===== src/rtl/cfg_fetch_pkg.sv =====
package cfg_fetch_pkg;
    typedef enum logic [2:0] {
        ST_IDLE,
        ST_FETCH0,
        ST_WAIT0,
        ST_FETCH1,
        ST_WAIT1,
        ST_DONE
    } seq_state_e;

    // field positions inside byte 0 that steer the second read
    localparam int WS_W      = 2;
    localparam int WS_LO     = 4;
    localparam int DEMUX_BIT = 3;
    localparam int WIDE_BIT  = 1;
endpackage


===== src/rtl/cfg_fetch_fsm.sv =====
module cfg_fetch_fsm
    import cfg_fetch_pkg::*;
#(
    parameter int          ADDR_W      = 24,
    parameter logic [23:0] CFG0_ADDR   = 24'hFF2018,
    parameter logic [23:0] CFG1_ADDR   = 24'hFF201A,
    parameter int          FIRST_WAITS = 3
) (
    input  logic              clk,
    input  logic              rst_n,
    input  logic              src_internal,
    input  logic              bus_done,
    input  logic [WS_W-1:0]   b0_waits,
    input  logic              b0_demux,
    input  logic              b0_wide,
    output logic              req_valid,
    output logic [ADDR_W-1:0] req_addr,
    output logic              req_wide,
    output logic              req_demux,
    output logic [WS_W-1:0]   req_waits,
    output logic              req_internal,
    output logic              load0,
    output logic              load1,
    output logic              done
);
    localparam logic [WS_W-1:0] FIRST_WS = WS_W'(FIRST_WAITS);

    seq_state_e state_q, state_d;
    logic       internal_q;

    always_ff @(posedge clk or negedge rst_n) begin
        if (!rst_n) state_q <= ST_IDLE;
        else        state_q <= state_d;
    end

    always_ff @(posedge clk or negedge rst_n) begin
        if (!rst_n)                 internal_q <= 1'b0;
        else if (state_q == ST_IDLE) internal_q <= src_internal;
    end

    always_comb begin
        state_d = state_q;
        unique case (state_q)
            ST_IDLE:   state_d = ST_FETCH0;
            ST_FETCH0: state_d = ST_WAIT0;
            ST_WAIT0:  if (bus_done) state_d = ST_FETCH1;
            ST_FETCH1: state_d = ST_WAIT1;
            ST_WAIT1:  if (bus_done) state_d = ST_DONE;
            ST_DONE:   state_d = ST_DONE;
            default:   state_d = ST_IDLE;
        endcase
    end

    always_comb begin
        req_valid = 1'b0;
        req_addr  = '0;
        req_wide  = 1'b0;
        req_demux = 1'b0;
        req_waits = '0;
        load0     = 1'b0;
        load1     = 1'b0;
        done      = 1'b0;
        unique case (state_q)
            ST_FETCH0: begin
                req_valid = 1'b1;
                req_addr  = CFG0_ADDR[ADDR_W-1:0];
                req_waits = FIRST_WS;
            end
            ST_WAIT0: load0 = bus_done;
            ST_FETCH1: begin
                req_valid = 1'b1;
                req_addr  = CFG1_ADDR[ADDR_W-1:0];
                req_waits = b0_waits;
                req_demux = b0_demux;
                req_wide  = b0_wide;
            end
            ST_WAIT1: load1 = bus_done;
            ST_DONE:  done  = 1'b1;
            default: ;
        endcase
    end

    assign req_internal = internal_q;


    req_pulse_chk: assert property (@(posedge clk) disable iff (!rst_n)
        req_valid |=> !req_valid);


    src_hold_chk: assert property (@(posedge clk) disable iff (!rst_n)
        (state_q != ST_IDLE) |=> $stable(req_internal));


    release_chk: assert property (@(posedge clk) disable iff (!rst_n)
        $rose(done) |-> $past(load1));


    wait_quiet_chk: assert property (@(posedge clk) disable iff (!rst_n)
        (load0 || load1) |=> !done || $past(load1));
endmodule


===== src/rtl/cfg_reg_bank.sv =====
module cfg_reg_bank #(
    parameter int BYTE_W = 8
) (
    input  logic              clk,
    input  logic              rst_n,
    input  logic              load0,
    input  logic              load1,
    input  logic [BYTE_W-1:0] wdata,
    output logic [BYTE_W-1:0] cfg0,
    output logic [BYTE_W-1:0] cfg1,
    output logic [BYTE_W-1:0] cs0_ctl
);
    always_ff @(posedge clk or negedge rst_n) begin
        if (!rst_n) begin
            cfg0    <= '0;
            cfg1    <= '0;
            cs0_ctl <= '0;
        end else begin
            if (load0) cfg0 <= wdata;
            if (load1) begin
                cfg1    <= wdata;
                cs0_ctl <= cfg0;
            end
        end
    end


    single_load_chk: assert property (@(posedge clk) disable iff (!rst_n)
        !(load0 && load1));
endmodule


===== src/rtl/cfg_fetch_seq.sv =====
module cfg_fetch_seq
    import cfg_fetch_pkg::*;
#(
    parameter int          ADDR_W      = 24,
    parameter int          BYTE_W      = 8,
    parameter logic [23:0] CFG0_ADDR   = 24'hFF2018,
    parameter logic [23:0] CFG1_ADDR   = 24'hFF201A,
    parameter logic [23:0] BOOT_ADDR   = 24'hFF2080,
    parameter int          FIRST_WAITS = 3
) (
    input  logic              clk,
    input  logic              rst_n,
    input  logic              src_internal,
    input  logic              bus_done,
    input  logic [BYTE_W-1:0] bus_rdata,
    output logic              req_valid,
    output logic [ADDR_W-1:0] req_addr,
    output logic              req_wide,
    output logic              req_demux,
    output logic [WS_W-1:0]   req_waits,
    output logic              req_internal,
    output logic [BYTE_W-1:0] cfg0,
    output logic [BYTE_W-1:0] cfg1,
    output logic [BYTE_W-1:0] cs0_ctl,
    output logic              core_release,
    output logic [ADDR_W-1:0] boot_pc
);
    logic load0, load1, done;

    cfg_fetch_fsm #(
        .ADDR_W(ADDR_W), .CFG0_ADDR(CFG0_ADDR), .CFG1_ADDR(CFG1_ADDR),
        .FIRST_WAITS(FIRST_WAITS)
    ) u_fsm (
        .clk(clk), .rst_n(rst_n), .src_internal(src_internal),
        .bus_done(bus_done),
        .b0_waits(cfg0[WS_LO +: WS_W]), .b0_demux(cfg0[DEMUX_BIT]),
        .b0_wide(cfg0[WIDE_BIT]),
        .req_valid(req_valid), .req_addr(req_addr), .req_wide(req_wide),
        .req_demux(req_demux), .req_waits(req_waits),
        .req_internal(req_internal), .load0(load0), .load1(load1),
        .done(done)
    );

    cfg_reg_bank #(.BYTE_W(BYTE_W)) u_regs (
        .clk(clk), .rst_n(rst_n), .load0(load0), .load1(load1),
        .wdata(bus_rdata), .cfg0(cfg0), .cfg1(cfg1), .cs0_ctl(cs0_ctl)
    );

    assign core_release = done;
    assign boot_pc      = done ? BOOT_ADDR[ADDR_W-1:0] : '0;


    second_params_chk: assert property (@(posedge clk) disable iff (!rst_n)
        (req_valid && req_addr == CFG1_ADDR[ADDR_W-1:0]) |->
        (req_waits == cfg0[WS_LO +: WS_W] && req_demux == cfg0[DEMUX_BIT]
         && req_wide == cfg0[WIDE_BIT]));


    cs0_copy_chk: assert property (@(posedge clk) disable iff (!rst_n)
        core_release |-> (cs0_ctl == cfg0));


    cfg_frozen_chk: assert property (@(posedge clk) disable iff (!rst_n)
        core_release |=> ($stable(cfg0) && $stable(cfg1) && $stable(cs0_ctl)
                          && core_release && !req_valid));
endmodule


===== config.mk =====
export PLATFORM = sky130hd
export DESIGN_NAME = cfg_fetch_seq
export DESIGN_NICKNAME = d
export VERILOG_FILES = /design/src/rtl/cfg_fetch_pkg.sv /design/src/rtl/cfg_fetch_fsm.sv /design/src/rtl/cfg_reg_bank.sv /design/src/rtl/cfg_fetch_seq.sv
export SDC_FILE = /design/constraint.sdc
export NUM_CORES = 1
export LEC_CHECK = 0
export ABC_AREA = 0
export BUFFER_PORTS_ARGS = -buffer_cell sky130_fd_sc_hd__buf_2
export CORE_UTILIZATION = 25
export DETAILED_ROUTE_END_ITERATION = 16
export MAX_ROUTING_LAYER = met4
export PLACE_DENSITY = 0.57
export SYNTH_ARGS = -nofsm -noshare
export SYNTH_HDL_FRONTEND = slang
export SYNTH_SLANG_ARGS = --single-unit

===== constraint.sdc =====
create_clock -name clk -period 2.5 [get_ports clk]
set_clock_uncertainty 0.2 [all_clocks]
set_input_delay 0.75 -clock clk [delete_from_list [all_inputs] [get_ports clk]]
set_output_delay 0.75 -clock clk [all_outputs]
set_load 0.005 [all_outputs]

==> results_dict.tcl, run 1 <==
set metrics [dict create \
    finalInstanceArea_sq_um 1780 \
    status "finished, final reports clean" \
    path_clk_slew_ps 90 \
    synth.top_cell.area_share_pct 44.6 \
    grt_pass1_vias 811 \
    p_leak_nw 0.961 \
    pre_cts_ws_ps 416 \
    cp.required_ps 1550 \
    cp-endpoint "req_demux" \
    cp.arrival_ps 1300 \
    synth-seq-area-share_pct 44.6 \
    worst_hold_slack_ps 286 \
    rsz0062_at_grt "false" \
    worstMarginPinSlew_ps 620 \
    timing.fmax_ghz 0.445 \
    antenna_found_initial 0 \
    track_usage_pct 8.40 \
    setup_slack_ps 255 \
    crit_path_start "u_fsm.state_q[0]" \
    die_y_um 81.3 \
    dpl.cell_count 242 \
    place_area_sq_um 1730 \
    gp_congestion 0.637 \
    final_core_util_pct 29.7 \
    clock_tree.root_cell "clkbuf_8" \
    dp_hpwl_um 2020 \
    hold_violations 0 \
    cp_max_fo 6 \
    die_x_um 81.3 \
    syn_inst 126 \
    routed_wl_um 2680 \
    antenna_left 0 \
    instances_no_fill 246 \
    drt-wirelength-per-cell_um 10.9 \
    antenna_cells 0 \
    synth-seq-cells 28 \
    dieArea_sq_um 6600 \
    clk-insertion-delay-late_ps 270 \
    hold_path_class "in2async" \
    cts_tree "done" \
    vdd.ir_drop.worst_mv 0.451 \
    drive_above_1_share_pct 59.6 \
    total_power_mw 2.12 \
    fin_crit_sh_pct 89.8 \
    synth.avg_cell_area_sq_um 12.5 \
    grt_pass1_wl_um 4010 \
    r2r-end "u_regs.cfg1[1]" \
    cts_max_path_buffers 2 \
    end_kind "output port" \
    cts_buffers 3 \
    nFillCells 640 \
    rr_worst_depth 4 \
    finalSetupTns_ps 0 \
    drc 0 \
    final_nets 185 \
    powerDensity_nw_per_um2 1190 \
    drv_cap 0 \
    yosysWarnings 0 \
    port_buffers 64 \
    period_needed_ps 2250 \
    syn_area_sq_um 1570 \
    maxSlewViolCount 0 \
    overflow 0 \
    vias_per_cell 3.62 \
    h-tree-depth 1 \
    path_class "reg2out" \
    grt_max_degree 29 \
    coreArea_sq_um 5990 \
    r2r_setup_slack_ps 720 \
    ios 91 \
    clkSinkCount 28 \
    r2r-start "u_fsm.state_q[1]" \
    synth.area.top_cells "dfrtp_1, buf_4, mux2_2" \
    synth_cell_types 22 \
    max_slew_margin_pct 58.7 \
    synth_top_cell_by_area "dfrtp_1" \
    area_delta_synth_final_pct 13.3 \
    drt_iter0_drc 23 \
    cp-start-kind "register" \
    setup_viol 0 \
    via_count 890 \
    drtPass1Iterations 4 \
    num_rows 28 \
    initial_utilization_pct 26.2 \
]
## area by class of cell
cell class | count | area (sq um) | share of cell area (%)
clock buffers | 3 | 41.3 | 2.32
inverters | 4 | 18.8 | 1.05
multi-input cells | 66 | 547 | 30.7
flip-flops and latches | 28 | 701 | 39.4
well taps | 75 | 93.8 | 5.27
repair buffers | 70 | 378 | 21.2
## logic make-up after synthesis
family                    share of synthesized area (%)
muxes                                              21.0
AOI/OAI and AO/OA                                  1.67
xor gates and xnor gates                          0.558
other                                             0.239
DFF                                                44.6
and+or+nand+nor                                    4.94
buffers and inverters                              26.9
## Yosys cell counts
cell type   n
a21oi_1     2
buf_4      49
buf_2       1
xnor2_1     1
conb_1      1
dfrtp_1    28
nor4bb_1    1
o21bai_1    1
buf_12      1
and3b_1     1
nor3_1      1
mux2_2     16
and3_1      2
mux2_4     10
nand2b_1    1
and2_1      1
inv_1       4
nor4bb_4    1
nor2_1      1
clkbuf_1    1
a221oi_1    1
buf_6       1
## worst max-delay path, stage by stage (launching register included)
cell	delay (ps)
dfrtp_1	390
nand2b_1	150
clkinvlp_4	170
and3_1	200
buf_2	120
## how the worst min path moves through the flow
stage,startpoint,endpoint,slack (ps),cells after the start
CTS,rst_n,u_fsm.state_q[0],310,1
detailed placement,u_regs.cfg1[1],u_regs.cfg1[1],290,1
finish,rst_n,u_regs.cs0_ctl[0],290,1
global route,rst_n,u_regs.cs0_ctl[0],320,1
global placement,u_regs.cfg1[2],u_regs.cfg1[2],290,1
floorplan,rst_n,u_fsm.req_internal,250,0
## per-layer routing
metal,vias up,track usage (%),wire length (um)
met3,2,2.92,174
met1,423,10.1,1180
met2,36,13.9,1310
met5,-,-,0
met4,0,1.07,12
li1,429,-,-
## where the power goes
group          leakage [nW]  switching [mW]  total (mW)  internal [mW]
Combinational         0.600           0.445        1.07          0.626
Sequential            0.340           0.132       0.811          0.680
Clock                0.0216           0.130       0.238          0.108
Total                 0.961           0.707        2.12           1.41
## registers in the layout (all words and copies together), names as in the netlist
signal              cells
u_fsm.state_q           3
u_regs.cfg0             8
u_fsm.req_internal      1
u_regs.cfg1             8
u_regs.cs0_ctl          8
## placed cells by master (no fill, tap or decap), drive strengths merged
master and instances:
buf 70, dfrtp 28, conb 26, mux2 26, inv 3, clkbuf 3
a21oi 2, and3 2, nor4bb 2, nand2b 1, clkinvlp 1, and2 1
and3b 1, xnor2 1, nor2 1, o21bai 1, a221oi 1, nor3 1
## what timing repair did
item / in CTS / in global routing
gates resized for setup: 0 / 1
setup buffers: 0 / 1
hold buffers: 0 / 0
endpoints found under the setup margin: 0 / 2
No activity file was read; power rests on OpenSTA's default activity.
==> run 2: changes to the inputs <==
- RECOVER_POWER: default -> 25
==> run 2 against run 1 <==
  * Combinational power hardly changed
  * Sequential cell count unchanged
  * Sequential power is essentially flat
  * Die area stayed put
  * Worst setup slack did not move
  * Global-route usage unchanged
  * Highest routed layer unchanged
  * Final area is essentially flat
  * First-iteration DRC count is the same
  * Largest power group unchanged
  * Non-clock buffer count is the same
==> results_dict.tcl, run 2 (same netlist as run 1, synthesis figures left out) <==
set metrics [dict create \
    status "finished, final reports clean" \
    clkSinkCount 28 \
    initial_utilization_pct 26.2 \
    antenna_found_initial 0 \
    place_area_sq_um 1730 \
    final_core_util_pct 29.7 \
    hold_buffers 0 \
    mostFrequentLayoutCell "buf_2" \
    h-tree-depth 1 \
    worst_hold_slack_ps 309 \
    grt_pass1_vias 811 \
    cts_tree "done" \
    top_regs "u_regs.cfg0 x8, u_regs.cfg1 x8, u_regs.cs0_ctl x8" \
    ios 91 \
    met1_usage_pct 10.1 \
    port_buffers 64 \
    rsz0062_at_grt "false" \
    multi_input_area_sq_um 547 \
    die_y_um 81.3 \
    finalInstanceArea_sq_um 1780 \
    max_slew_margin_pct 1.10 \
    antenna_left 0 \
    cp.arrival_ps 1300 \
    drt-wirelength-per-cell_um 10.9 \
    dp_hpwl_um 2020 \
    track_usage_pct 8.40 \
    final_cell_mix "buf_2, dfrtp_1, conb_1" \
    powerDensity_nw_per_um2 1190 \
    area_delta_synth_final_pct 13.2 \
    via_count 890 \
    timing.fmax_ghz 0.445 \
    drive_above_1_share_pct 59.1 \
    drv_cap 0 \
    antenna_cells 0 \
    period_needed_ps 2250 \
    worstMarginPinSlew_ps 1480 \
    path_class "reg2out" \
    coreArea_sq_um 5990 \
    maxSlewViolCount 0 \
    cp.required_ps 1550 \
    final_nets 185 \
    nFillCells 638 \
    setup_viol 0 \
    clock_tree.root_cell "clkbuf_8" \
    grt_use_met3_pct 2.92 \
    cts_max_path_buffers 2 \
    grt.busiest_layer "met2" \
    regArea_sq_um 701 \
    total_power_mw 2.12 \
    overflow 0 \
    fin_crit_sh_pct 89.8 \
    drtPass1Iterations 4 \
    path_clk_slew_ps 90 \
    cp-start-kind "register" \
    die_x_um 81.3 \
    drc 0 \
    p_leak_nw 0.958 \
    clk-insertion-delay-late_ps 270 \
    gp_congestion 0.637 \
    hold_path_class "reg2reg" \
    end_kind "output port" \
    use_met2_pct 13.9 \
    cp_max_fo 6 \
    grt_max_degree 29 \
    num_rows 28 \
    vdd.ir_drop.worst_mv 0.451 \
    vias_per_cell 3.62 \
    hold_violations 0 \
    drt_iter0_drc 23 \
    grt_pass1_wl_um 4010 \
    finalSetupTns_ps 0 \
    routed_wl_um 2680 \
    cts_buffers 3 \
    dieArea_sq_um 6600 \
]
run 2: worst max-delay path, cell delays in order, from the launching register on:
cell	delay, ps
dfrtp_1	390
nand2b_1	150
clkinvlp_4	170
and3_1	200
buf_2	120
run 2: what timing repair did:
action	4_1_cts	5_1_grt
setup buffers	0	1
resized for setup	0	1
endpoints found under the setup margin	0	2
run 2: cell type report:
class                      instances  share of cell area (%)
inverter                           4                    1.06
tap                               75                    5.28
multi-input combinational         66                    30.8
sequential                        28                    39.4
timing repair buffer              70                    21.2
clock buffer                       3                    2.32
run 2: stage by stage:
step / setup WS (ps) / cells
floorplan: 377 / 151
global placement: 429 / 242
detailed placement: 416 / 242
CTS: 93.8 / 245
global route: 142 / 246
finish: 255 / 246
run 2: where the power goes:
part	internal [mW]	switching [mW]
Sequential	0.679	0.132
Combinational	0.626	0.445
Clock	0.108	0.130
run 2: path summary, 6_finish.rpt:
| check | slack (ps) | endpoint | startpoint | cells past startpoint |
|---|---|---|---|---|
| setup / recovery | 250 | req_demux | u_fsm.state_q[0] | 4 |
| hold / removal | 310 | u_fsm.req_internal | u_fsm.req_internal | 1 |
| min in group asynchronous | 620 | u_regs.cs0_ctl[0] | rst_n | 1 |
| max in group asynchronous | 610 | u_regs.cs0_ctl[1] | rst_n | 1 |
| setup reg to reg | 720 | u_regs.cfg1[1] | u_fsm.state_q[1] | 4 |
| hold reg to reg | 310 | u_fsm.req_internal | u_fsm.req_internal | 1 |
run 2: per-layer routing:
layer  routed length (um)  share of wire (%)
met2                 1310                 49
met1                 1180                 44
met5                    0                  0
met3                  174                6.5
met4                   12               0.45
==> run 3: changes to the inputs <==
- SYNTH_HIERARCHICAL: default -> 1
==> run 3 against run 2 <==
  * The run now ends with capacitance limit, slew limit left
  * Clock power is 17% higher
  * Cell count is 1.2% lower
  * Hold slack worse by 10 ps
  * Area after synthesis is 0.64% lower
  * Core utilization hardly changed
  * Non-clock buffer count is 4 lower
  * Clock-buffer cell count is 1 higher
  * First-iteration DRC count is 30% higher
  * Worst setup slack worse by 58 ps
  * Sequential power is 4.4% higher
  * Critical endpoint is now boot_pc[22]
  * Largest cell class unchanged
  * Highest routed layer unchanged
==> results_dict.tcl, run 3 <==
set metrics [dict create \
    dieArea_sq_um 6560 \
    end_kind "output port" \
    synth_top_cell_by_area "dfrtp_1" \
    path_depth 2 \
    hp-start "u_fsm/req_internal" \
    synthTopCellsByCount "buf_4, dfrtp_1, mux2_2" \
    syn_inst 125 \
    cp.required_ps 1550 \
    synth.top_cell.area_share_pct 44.9 \
    overflow 0 \
    yosysWarnings 6 \
    h-tree-depth 1 \
    finalSetupTns_ps 0 \
    cp_max_fo 11 \
    drtPass1Iterations 2 \
    r2r_setup_slack_ps 740 \
    hold_depth 1 \
    cts_max_path_buffers 2 \
    grt.busiest_layer "met2" \
    vdd.ir_drop.worst_mv 0.498 \
    rr_worst_depth 4 \
    postCtsSetupBuffers 0 \
    die_y_um 81 \
    final_nets 181 \
    worst_hold_slack_ps 298 \
    setup_viol 0 \
    antenna_cells 0 \
    synth.area.mux_share_pct 21.4 \
    met1_usage_pct 12.1 \
    grt_max_degree 29 \
    period_needed_ps 2300 \
    clock_tree.root_cell "clkbuf_8" \
    rsz0062_at_grt "false" \
    synth_cell_types 23 \
    multi_input_area_sq_um 557 \
    grt_use_met3_pct 2.81 \
    hold_path_class "reg2reg" \
    syn_area_sq_um 1560 \
    vias_per_cell 3.58 \
    crit_family "flip-flops" \
    cp_num_buf_inv 1 \
    worstMarginPinSlew_ps 1510 \
    async_flop_share_pct 100 \
    r2r-start "u_fsm/state_q[1]" \
    drt-wirelength-per-cell_um 11.1 \
    maxSlewViolCount 29 \
    via_count 870 \
    timing.fmax_ghz 0.434 \
    drt_iter0_drc 30 \
    port_buffers 64 \
    synthSimpleGateAreaFrac_pct 5.29 \
    path_class "reg2out" \
    finalInstanceArea_sq_um 1770 \
    nFillCells 630 \
    violations "capacitance limit, slew limit" \
    synth_edf_count 0 \
    num_rows 28 \
    pre_cts_ws_ps 418 \
    synth.avg_cell_area_sq_um 12.5 \
    cp.arrival_ps 1350 \
    dpl.cell_count 239 \
    area_delta_synth_final_pct 13.2 \
    initial_utilization_pct 26.2 \
    hold_violations 0 \
    p_leak_nw 0.956 \
    coreArea_sq_um 5960 \
    ios 91 \
    hold_buffers 0 \
    antenna_found_initial 0 \
    synth.area.top_cells "dfrtp_1, buf_4, mux2_4" \
    path_clk_slew_ps 90 \
    cts_tree "done" \
    track_usage_pct 8.71 \
    drive_above_1_share_pct 58.3 \
    clkSinkCount 28 \
    place_area_sq_um 1710 \
    fin_crit_sh_pct 92.1 \
    synth_adder_area_share_pct 0 \
    regArea_sq_um 701 \
    top_regs "u_regs/cfg0 x8, u_regs/cfg1 x8, u_regs/cs0_ctl x8" \
    powerDensity_nw_per_um2 1210 \
    r2r-end "u_regs/cfg1[7]" \
    min_to "u_fsm/req_internal" \
    instances_no_fill 243 \
    mostFrequentLayoutCell "buf_2" \
    setup_slack_ps 197 \
    status "complete, but fails checks" \
    yosysMostFrequentCell "buf_4" \
    routed_wl_um 2700 \
    gp_congestion 0.657 \
    drv_cap 1 \
    synth_compound_area_share_pct 1.20 \
    die_x_um 81 \
    antenna_left 0 \
    use_met2_pct 12.4 \
    clk-insertion-delay-late_ps 270 \
    crit_slowest_cell "dfrtp_1" \
    synth-xor-area-share_pct 0.561 \
    ys.flop_type "dfrtp_1" \
    cts_buffers 3 \
    synth-seq-cells 28 \
    grt_pass1_vias 813 \
    drc 0 \
    slowest_delay_ps 550 \
    grt_pass1_wl_um 4170 \
    synth_top_family_by_area "buffers and inverters" \
    final_cell_mix "buf_2, dfrtp_1, conb_1" \
    dp_hpwl_um 2020 \
    max_slew_margin_pct -0.471 \
    cp-start-kind "register" \
    cp_cell_sequence "and3b_1 > buf_2" \
    cts_resized 0 \
    synth-seq-area-share_pct 44.9 \
]
[run 3: worst max-delay path by stage]
stage	start	endpoint
after floorplan	u_fsm/state_q[1]	boot_pc[13]
after global placement	bus_done	u_regs/cs0_ctl[7]
after detailed placement	bus_done	u_regs/cfg1[7]
after CTS	u_fsm/state_q[0]	boot_pc[16]
after global routing	u_fsm/state_q[0]	boot_pc[22]
final	u_fsm/state_q[0]	boot_pc[22]
[run 3: routing by layer]
metal	routed length, um	vias to the layer above
met1	1210	406
met2	1270	41
met3	198	2
li1	-	421
met4	11	0
met5	0	-
[run 3: cell families (layout without fill, tap and decap cells)]
| kind of cell | after synthesis | in the layout |
|---|---|---|
| simple gates | 11 | 11 |
| other cells | 2 | 26 |
| buf+inv | 54 | 73 |
| flops | 28 | 28 |
| mux | 26 | 26 |
| xor+xnor | 1 | 1 |
| compound gates | 3 | 3 |
[run 3: worst register-to-register path, delay by kind of cell, from the launching register on]
kind,cells,cell delay (ps)
mux,1,350
simple gates,1,340
flops,1,380
buf+inv,2,390
[run 3: power by group]
group          switching [mW]  total, mW  internal [mW]
clock                   0.137      0.278          0.141
combinational           0.407       1.01          0.603
sequential              0.168      0.847          0.679
total                   0.712       2.14           1.42
[run 3: area by class of cell]
type                    instances  share of cell area [%]
multi-input cells              67                    31.5
clock buffers                   4                    3.12
flip-flops and latches         28                    39.7
inverters                       3                   0.779
repair buffers                 66                    19.6
well taps                      75                    5.31
[run 3: through the flow]
step	power [mW]	utilization, %
3_5_place_dp	1.90	28.8
6_report	2.14	29.7
5_1_grt	2.33	29.7
4_1_cts	2.18	29.7
3_3_place_gp	1.87	28.8
2_1_floorplan	1.62	-
